`src/rtl/spi_pkg.sv`:
```
package spi_pkg;

    typedef enum logic [1:0] {
        ROLE_OFF    = 2'd0,
        ROLE_MASTER = 2'd1,
        ROLE_SLAVE  = 2'd2
    } role_e;

    typedef struct packed {
        logic lead;
        logic trail;
    } sck_ev_t;

    localparam int unsigned MAX_HALF = 32;
    localparam int unsigned HALF_W   = $clog2(MAX_HALF);

    function automatic role_e decode_role(input logic [3:0] m);
        casez (m)
            4'b00??: return ROLE_MASTER;
            4'b010?: return ROLE_SLAVE;
            default: return ROLE_OFF;
        endcase
    endfunction

    function automatic int unsigned half_period(input logic [1:0] sel);
        case (sel)
            2'b01:   return 8;
            2'b10:   return MAX_HALF;
            default: return 2;
        endcase
    endfunction

endpackage

```
`src/rtl/spi_clkgen.sv`:
```
module spi_clkgen
    import spi_pkg::*;
(
    input  logic       clk,
    input  logic       rst,
    input  logic       run,
    input  logic [1:0] sel,
    output sck_ev_t    ev,
    output logic       phase
);

    logic [HALF_W-1:0] cnt;
    logic [HALF_W-1:0] limit;
    logic              tick;

    assign limit = HALF_W'(half_period(sel) - 1);
    assign tick  = run && (cnt == limit);

    always_ff @(posedge clk) begin
        if (rst || !run) begin
            cnt   <= '0;
            phase <= 1'b0;
        end else if (tick) begin
            cnt   <= '0;
            phase <= ~phase;
        end else begin
            cnt <= cnt + 1'b1;
        end
    end

    assign ev.lead  = tick && !phase;
    assign ev.trail = tick && phase;

    AST_TICK_GAP: assert property (@(posedge clk) disable iff (rst)
        tick |=> !tick);

endmodule

```
`src/rtl/spi_slave_front.sv`:
```
module spi_slave_front
    import spi_pkg::*;
#(
    parameter int STAGES = 2
) (
    input  logic    clk,
    input  logic    rst,
    input  logic    cpol,
    input  logic    sck_i,
    input  logic    sdi_i,
    input  logic    ss_n_i,
    output sck_ev_t ev,
    output logic    sdi_s,
    output logic    ss_n_s
);

    logic [STAGES:0]   sck_p;
    logic [STAGES-1:0] sdi_p;
    logic [STAGES-1:0] ss_p;
    logic              sck_now;
    logic              sck_prev;

    always_ff @(posedge clk) begin
        if (rst) begin
            sck_p <= {(STAGES+1){cpol}};
            sdi_p <= '0;
            ss_p  <= '1;
        end else begin
            sck_p <= {sck_p[STAGES-1:0], sck_i};
            sdi_p <= {sdi_p[STAGES-2:0], sdi_i};
            ss_p  <= {ss_p[STAGES-2:0], ss_n_i};
        end
    end

    assign sck_now  = sck_p[STAGES-1];
    assign sck_prev = sck_p[STAGES];
    assign sdi_s    = sdi_p[STAGES-1];
    assign ss_n_s   = ss_p[STAGES-1];

    assign ev.lead  = (sck_now != sck_prev) && (sck_now != cpol);
    assign ev.trail = (sck_now != sck_prev) && (sck_now == cpol);

endmodule

```
`src/rtl/spi_shift.sv`:
```
module spi_shift
    import spi_pkg::*;
#(
    parameter int W = 8
) (
    input  logic         clk,
    input  logic         rst,
    input  logic         load,
    input  logic [W-1:0] load_data,
    input  sck_ev_t      ev,
    input  logic         sdi_bit,
    input  logic         hold,
    output logic         sdo,
    output logic         in_prog,
    output logic         done,
    output logic [W-1:0] rx_word
);

    localparam int CW = $clog2(W);

    logic [W-1:0]  sr;
    logic          smp;
    logic          mid;
    logic [CW-1:0] cnt;

    assign done    = ev.trail && mid && !hold && (cnt == CW'(W - 1));
    assign rx_word = {sr[W-2:0], smp};
    assign sdo     = sr[W-1];
    assign in_prog = mid || (cnt != '0);

    always_ff @(posedge clk) begin
        if (rst) begin
            sr  <= '0;
            smp <= 1'b0;
            mid <= 1'b0;
            cnt <= '0;
        end else begin
            if (load) begin
                sr <= load_data;
            end
            if (hold) begin
                cnt <= '0;
                mid <= 1'b0;
            end else begin
                if (ev.lead) begin
                    smp <= sdi_bit;
                    mid <= 1'b1;
                end
                if (ev.trail && mid) begin
                    sr  <= {sr[W-2:0], smp};
                    mid <= 1'b0;
                    cnt <= done ? '0 : cnt + 1'b1;
                end
            end
        end
    end

    AST_HOLD_CLEARS: assert property (@(posedge clk) disable iff (rst)
        hold |=> !in_prog);

endmodule

```
`src/rtl/spi_port.sv`:
```
module spi_port
    import spi_pkg::*;
#(
    parameter int DATA_W      = 8,
    parameter int SYNC_STAGES = 2
) (
    input  logic              clk,
    input  logic              rst,
    input  logic              en_i,
    input  logic [3:0]        mode_i,
    input  logic              cpol_i,
    input  logic              tx_wr_i,
    input  logic [DATA_W-1:0] tx_data_i,
    input  logic              rx_rd_i,
    output logic [DATA_W-1:0] rx_data_o,
    output logic              buf_full_o,
    output logic              wcol_o,
    input  logic              sck_i,
    output logic              sck_o,
    input  logic              sdi_i,
    output logic              sdo_o,
    output logic              sdo_en_o,
    input  logic              ss_n_i
);

    role_e             role;
    logic              active;
    logic              port_rst;
    logic              is_m;
    logic              is_s;
    sck_ev_t           gen_ev;
    sck_ev_t           fr_ev;
    sck_ev_t           ev;
    logic              phase;
    logic              m_busy;
    logic              sh_inprog;
    logic              in_prog;
    logic              accept;
    logic              sh_done;
    logic              sh_sdo;
    logic              sdi_s;
    logic              ss_n_s;
    logic              hold;
    logic              sdi_bit;
    logic [DATA_W-1:0] sh_rx_word;
    logic [DATA_W-1:0] rxbuf;
    logic              full_q;
    logic              wcol_q;

    assign role     = decode_role(mode_i);
    assign is_m     = (role == ROLE_MASTER);
    assign is_s     = (role == ROLE_SLAVE);
    assign active   = en_i && (role != ROLE_OFF);
    assign port_rst = rst || !active;

    assign in_prog = m_busy || sh_inprog;
    assign accept  = tx_wr_i && !in_prog;
    assign ev      = is_m ? gen_ev : fr_ev;
    assign sdi_bit = is_m ? sdi_i : sdi_s;
    assign hold    = is_s && ss_n_s;

    spi_clkgen u_clkgen (
        .clk   (clk),
        .rst   (port_rst),
        .run   (m_busy),
        .sel   (mode_i[1:0]),
        .ev    (gen_ev),
        .phase (phase)
    );

    spi_slave_front #(.STAGES(SYNC_STAGES)) u_front (
        .clk    (clk),
        .rst    (port_rst),
        .cpol   (cpol_i),
        .sck_i  (sck_i),
        .sdi_i  (sdi_i),
        .ss_n_i (ss_n_i),
        .ev     (fr_ev),
        .sdi_s  (sdi_s),
        .ss_n_s (ss_n_s)
    );

    spi_shift #(.W(DATA_W)) u_shift (
        .clk       (clk),
        .rst       (port_rst),
        .load      (accept),
        .load_data (tx_data_i),
        .ev        (ev),
        .sdi_bit   (sdi_bit),
        .hold      (hold),
        .sdo       (sh_sdo),
        .in_prog   (sh_inprog),
        .done      (sh_done),
        .rx_word   (sh_rx_word)
    );

    always_ff @(posedge clk) begin
        if (port_rst) begin
            m_busy <= 1'b0;
        end else if (accept && is_m) begin
            m_busy <= 1'b1;
        end else if (sh_done) begin
            m_busy <= 1'b0;
        end
    end

    always_ff @(posedge clk) begin
        if (port_rst) begin
            rxbuf  <= '0;
            full_q <= 1'b0;
        end else if (sh_done) begin
            rxbuf  <= sh_rx_word;
            full_q <= 1'b1;
        end else if (rx_rd_i) begin
            full_q <= 1'b0;
        end
    end

    always_ff @(posedge clk) begin
        if (port_rst) begin
            wcol_q <= 1'b0;
        end else if (tx_wr_i && in_prog) begin
            wcol_q <= 1'b1;
        end
    end

    assign rx_data_o  = rxbuf;
    assign buf_full_o = full_q;
    assign wcol_o     = wcol_q;
    assign sck_o      = cpol_i ^ (is_m && phase);
    assign sdo_o      = sh_sdo;
    assign sdo_en_o   = active && (is_m || (is_s && !ss_n_s));

    AST_DISABLE_CLEARS: assert property (@(posedge clk) disable iff (rst)
        !en_i |=> (!buf_full_o && !wcol_o && (sck_o == cpol_i)));

    AST_WCOL_SET: assert property (@(posedge clk) disable iff (rst)
        (tx_wr_i && in_prog && !port_rst) |=> wcol_o);

    AST_READ_CLEARS: assert property (@(posedge clk) disable iff (rst)
        (rx_rd_i && !sh_done && !port_rst) |=> !buf_full_o);

    AST_FULL_ON_DONE: assert property (@(posedge clk) disable iff (rst)
        (sh_done && !port_rst) |=> (buf_full_o && (rx_data_o == $past(sh_rx_word))));

endmodule

```
`config.mk`:
```
export PLATFORM = sky130hd
export DESIGN_NAME = spi_port
export DESIGN_NICKNAME = d
export VERILOG_FILES = /design/src/rtl/spi_pkg.sv /design/src/rtl/spi_clkgen.sv /design/src/rtl/spi_slave_front.sv /design/src/rtl/spi_shift.sv /design/src/rtl/spi_port.sv
export SDC_FILE = /design/constraint.sdc
export NUM_CORES = 1
export LEC_CHECK = 0
export ABC_AREA = 1
export BUFFER_PORTS_ARGS = -buffer_cell sky130_fd_sc_hd__buf_2
export CAP_MARGIN = 30
export CORE_MARGIN = 2
export CORE_UTILIZATION = 45
export CTS_CLUSTER_SIZE = 30
export DETAILED_ROUTE_END_ITERATION = 7
export PLACE_DENSITY = 0.67
export REMOVE_ABC_BUFFERS = 1
export SLEW_MARGIN = 20
export SYNTH_ARGS = -nofsm -noshare
export SYNTH_HDL_FRONTEND = slang
export SYNTH_HIERARCHICAL = 1
export SYNTH_SLANG_ARGS = --single-unit
export TNS_END_PERCENT = 10
```
`constraint.sdc`:
```
create_clock -name clk -period 2.5 [get_ports clk]
set_input_delay 0.25 -clock clk [delete_from_list [all_inputs] [get_ports clk]]
set_output_delay 0.25 -clock clk [all_outputs]
set_load 0.02 [all_outputs]
```
==> key figures <==
Yosys
  • Yosys warnings: 6
  • Unique masters post-synth: 26
  • Register area share after synthesis: 0.420
  • Cells after synthesis: 243
  • Post-synth EDFFs: 0
  • Mapped Avg Cell Area: 7.26 um2
  • Yosys reg bits: 37
  • Async set-reset flop share out of synthesis: 0
  • Mapped Area: 0.00176 mm2
  • Synth Flop Type: dfxtp_1

Power
  • Comb power frac: 0.079
  • Clk pwr share: 0.394
  • Pleak: 1.04 nW
  • Post-route total power: 0.00114 W
  • Reg power frac: 0.526
  • P_sw: 0.000261 W
  • Power per cell area: 552 mW/mm2
  • Sw Share: 0.228
  • Maximum vdd ir drop: 397 uV
  • Int Power: 0.000881 W

STA
  • Final setup violation count: 0
  • Fin. max-slew vios: 0
  • Final TNS setup: 0 ns
  • Fmax achieved: 550 MHz
  • Hold_ws: 0.147 ns
  • Worst-margin pin slew: 0.395 ns
  • Max_slew headroom: 0.733
  • Tcrit/Tclk final: 0.727
  • Post-layout min period: 1.82 ns
  • Final hold vios: 0
  • Setup Skew: 0.00488 ns
  • RSZ-0062 raised after global routing: no
  • Final setup margin: 0.682 ns

Critical path
  • Crit-path cells: nand3_1, nand2_1, nand4_1, inv_1, nand2_1, nand2_1, nand4_1, inv_1, inv_1, a21boi_0, nor2_2
  • WS Path Type: flip-flop to flip-flop
  • Crit path capture type: flip-flop
  • Crit-path slowest cell: dfxtp_1
  • Top delay family on crit path: simple AND/OR/NAND/NOR gates
  • CP max stage delay: 0.40 ns
  • Worst Path Required: 2.67 ns
  • CP max FO: 9
  • Critical Path Source Type: flip-flop
  • Critical Path AT: 1.99 ns
  • Crit path buf inv count: 3

Placement
  • GP Congestion: 0.776
  • Setup WS pre-CTS: 0.396 ns
  • HPWL Detailed: 2.58 mm
  • DP Cell Count: 322
  • Port Buffers: 33

Clock network
  • TritonCTS Buffers: 5
  • Clock Latency Late Sink: 0.28 ns
  • CTS sink count: 37
  • CTS Hold Bufs: 0
  • CTS max path bufs: 2
  • Cts repair resizes: 0
  • Clock Pin Slew Worst Setup and Hold Paths: 0.07 ns
  • H-tree Lvls: 2
  • Clk root buf: clkbuf_8
  • CTS tree: yes
  • Total setup buffers inserted after CTS: 0

Global route
  • Vias in the first global route: 1352
  • First-pass GRT wire length: 5.83 mm
  • GRT Total Usage: 0.174
  • Grt ovf: 0
  • Largest net degree at the start of global routing: 17
  • Initial antenna violation count: 0

Die
  • Die H: 66.6 um
  • Full die area: 0.00444 mm2
  • Io pins: 34
  • Initial Util: 0.475
  • Die X: 66.6 um
  • Core area: 0.00372 mm2
  • Rows: 22

Routing
  • # DRC: 0
  • DR pass1 iterations: 4
  • ANT nets after route: 0
  • Routed vias/inst: 4.70
  • Drt total wl: 3.45 mm
  • Drt wl/cell: 10.5 um
  • Via Count: 1552
  • 1st-iter DRT viols: 51

Outcome
  • Outcome: complete, no violations

Finish
  • Most common cell after layout, fill and taps aside: nand2_1
  • N_diodes: 0
  • Fraction of layout cells with a size suffix above 1: 0.238
  • Most frequent cells in the layout: 68 x nand2_1, 38 x nor2_1, 37 x dfxtp_1, 33 x buf_2, 25 x inv_1
  • Filler instances: 388
  • Final instance count without filler cells: 330
  • Area grow syn2layout: 17.4%
  • Fin nets: 307

Flow run
  • Max_cap viols: 0

Worst hold path
  • Hold Path Class: primary input to flip-flop
worst paths after layout:
path                         from         endpoint  slack, ns  cells after the start
setup / recovery  u_clkgen/cnt[2]     rx_data_o[6]       0.68                     11
hold / removal             ss_n_i  u_front/ss_p[0]       0.15                      2
setup reg to reg  u_clkgen/cnt[2]     rx_data_o[6]       0.68                     11
hold reg to reg   u_front/ss_p[0]  u_front/ss_p[1]       0.41                      1
state kept, by name (all words and copies together) (netlist names):
name	count
buf_full_o	1
m_busy	1
rx_data_o	8
u_clkgen/cnt	5
u_clkgen/phase	1
u_front/sck_p	3
u_front/sdi_p	2
u_front/ss_p	2
u_shift/cnt	3
u_shift/mid	1
u_shift/smp	1
u_shift/sr	8
wcol_o	1
stage by stage:
stage / cell area, um2 / utilization
3_5_place_dp: 1970 / 0.530
5_1_grt: 2070 / 0.557
3_3_place_gp: 1970 / 0.530
4_1_cts: 2070 / 0.557
6_report: 2070 / 0.557
2_1_floorplan: 1720 / -
synthesized netlist by cell type (2+ instances only):
library cell | number | area share
dfxtp_1 | 37 | 0.42
nor2_2 | 13 | 0.046
inv_1 | 25 | 0.053
nand4_1 | 2 | 0.0071
nor3_1 | 2 | 0.0057
buf_4 | 2 | 0.0085
buf_6 | 2 | 0.013
xnor2_1 | 2 | 0.0099
o21ai_0 | 7 | 0.020
ha_1 | 5 | 0.035
inv_2 | 2 | 0.0043
nand3_1 | 12 | 0.034
a21boi_0 | 8 | 0.034
or2_2 | 2 | 0.0071
nor2_1 | 38 | 0.081
a21oi_1 | 5 | 0.014
nand3_2 | 2 | 0.011
xor2_1 | 2 | 0.0099
nand2_1 | 68 | 0.14
cells by family after synthesis:
family                   after synthesis  share of synthesized area
adder cells (fa/ha/maj)                5                     0.0355
XOR/XNOR                               4                     0.0199
buffers and inverters                 32                     0.0816
flip-flops                            37                      0.420
AND/OR/NAND/NOR                      143                      0.365
AO/OA/AOI/OAI                         22                     0.0787
layer usage:
layer | vias to the layer above | global-route usage | routed length, um
li1 | 835 | - | -
met1 | 686 | 0.216 | 1690
met2 | 29 | 0.290 | 1600
met3 | 2 | 0.0557 | 137
met4 | 0 | 0.0459 | 25
met5 | - | 0 | 0
area by class of cell:
class,count,area (um2),share of cell area
multi-input cells,174,880,0.425
clock inverters,1,5.00,0.00242
repair buffers,36,188,0.0906
well taps,48,60.1,0.0290
inverters,27,101,0.0489
flip-flops and latches,37,741,0.358
clock buffers,7,96.3,0.0465
power groups by stage:
stage	combinational, W	sequential [W]	clock [W]
after floorplan	0.0000554	0.000614	0
after global placement	0.0000890	0.000615	0
after detailed placement	0.0000906	0.000615	0
after CTS	0.0000910	0.000602	0.000460
after global routing	0.000103	0.000602	0.000483
final	0.0000904	0.000602	0.000451
worst reg2reg max path, delay by kind of cell, from the launching register on:
family	cells	cell delay, ns
and+or+nand+nor	7	0.73
DFF	1	0.40
buffers and inverters	3	0.34
AOI/OAI and AO/OA	1	0.25
Note: power is estimated with default switching activity, not from simulation.
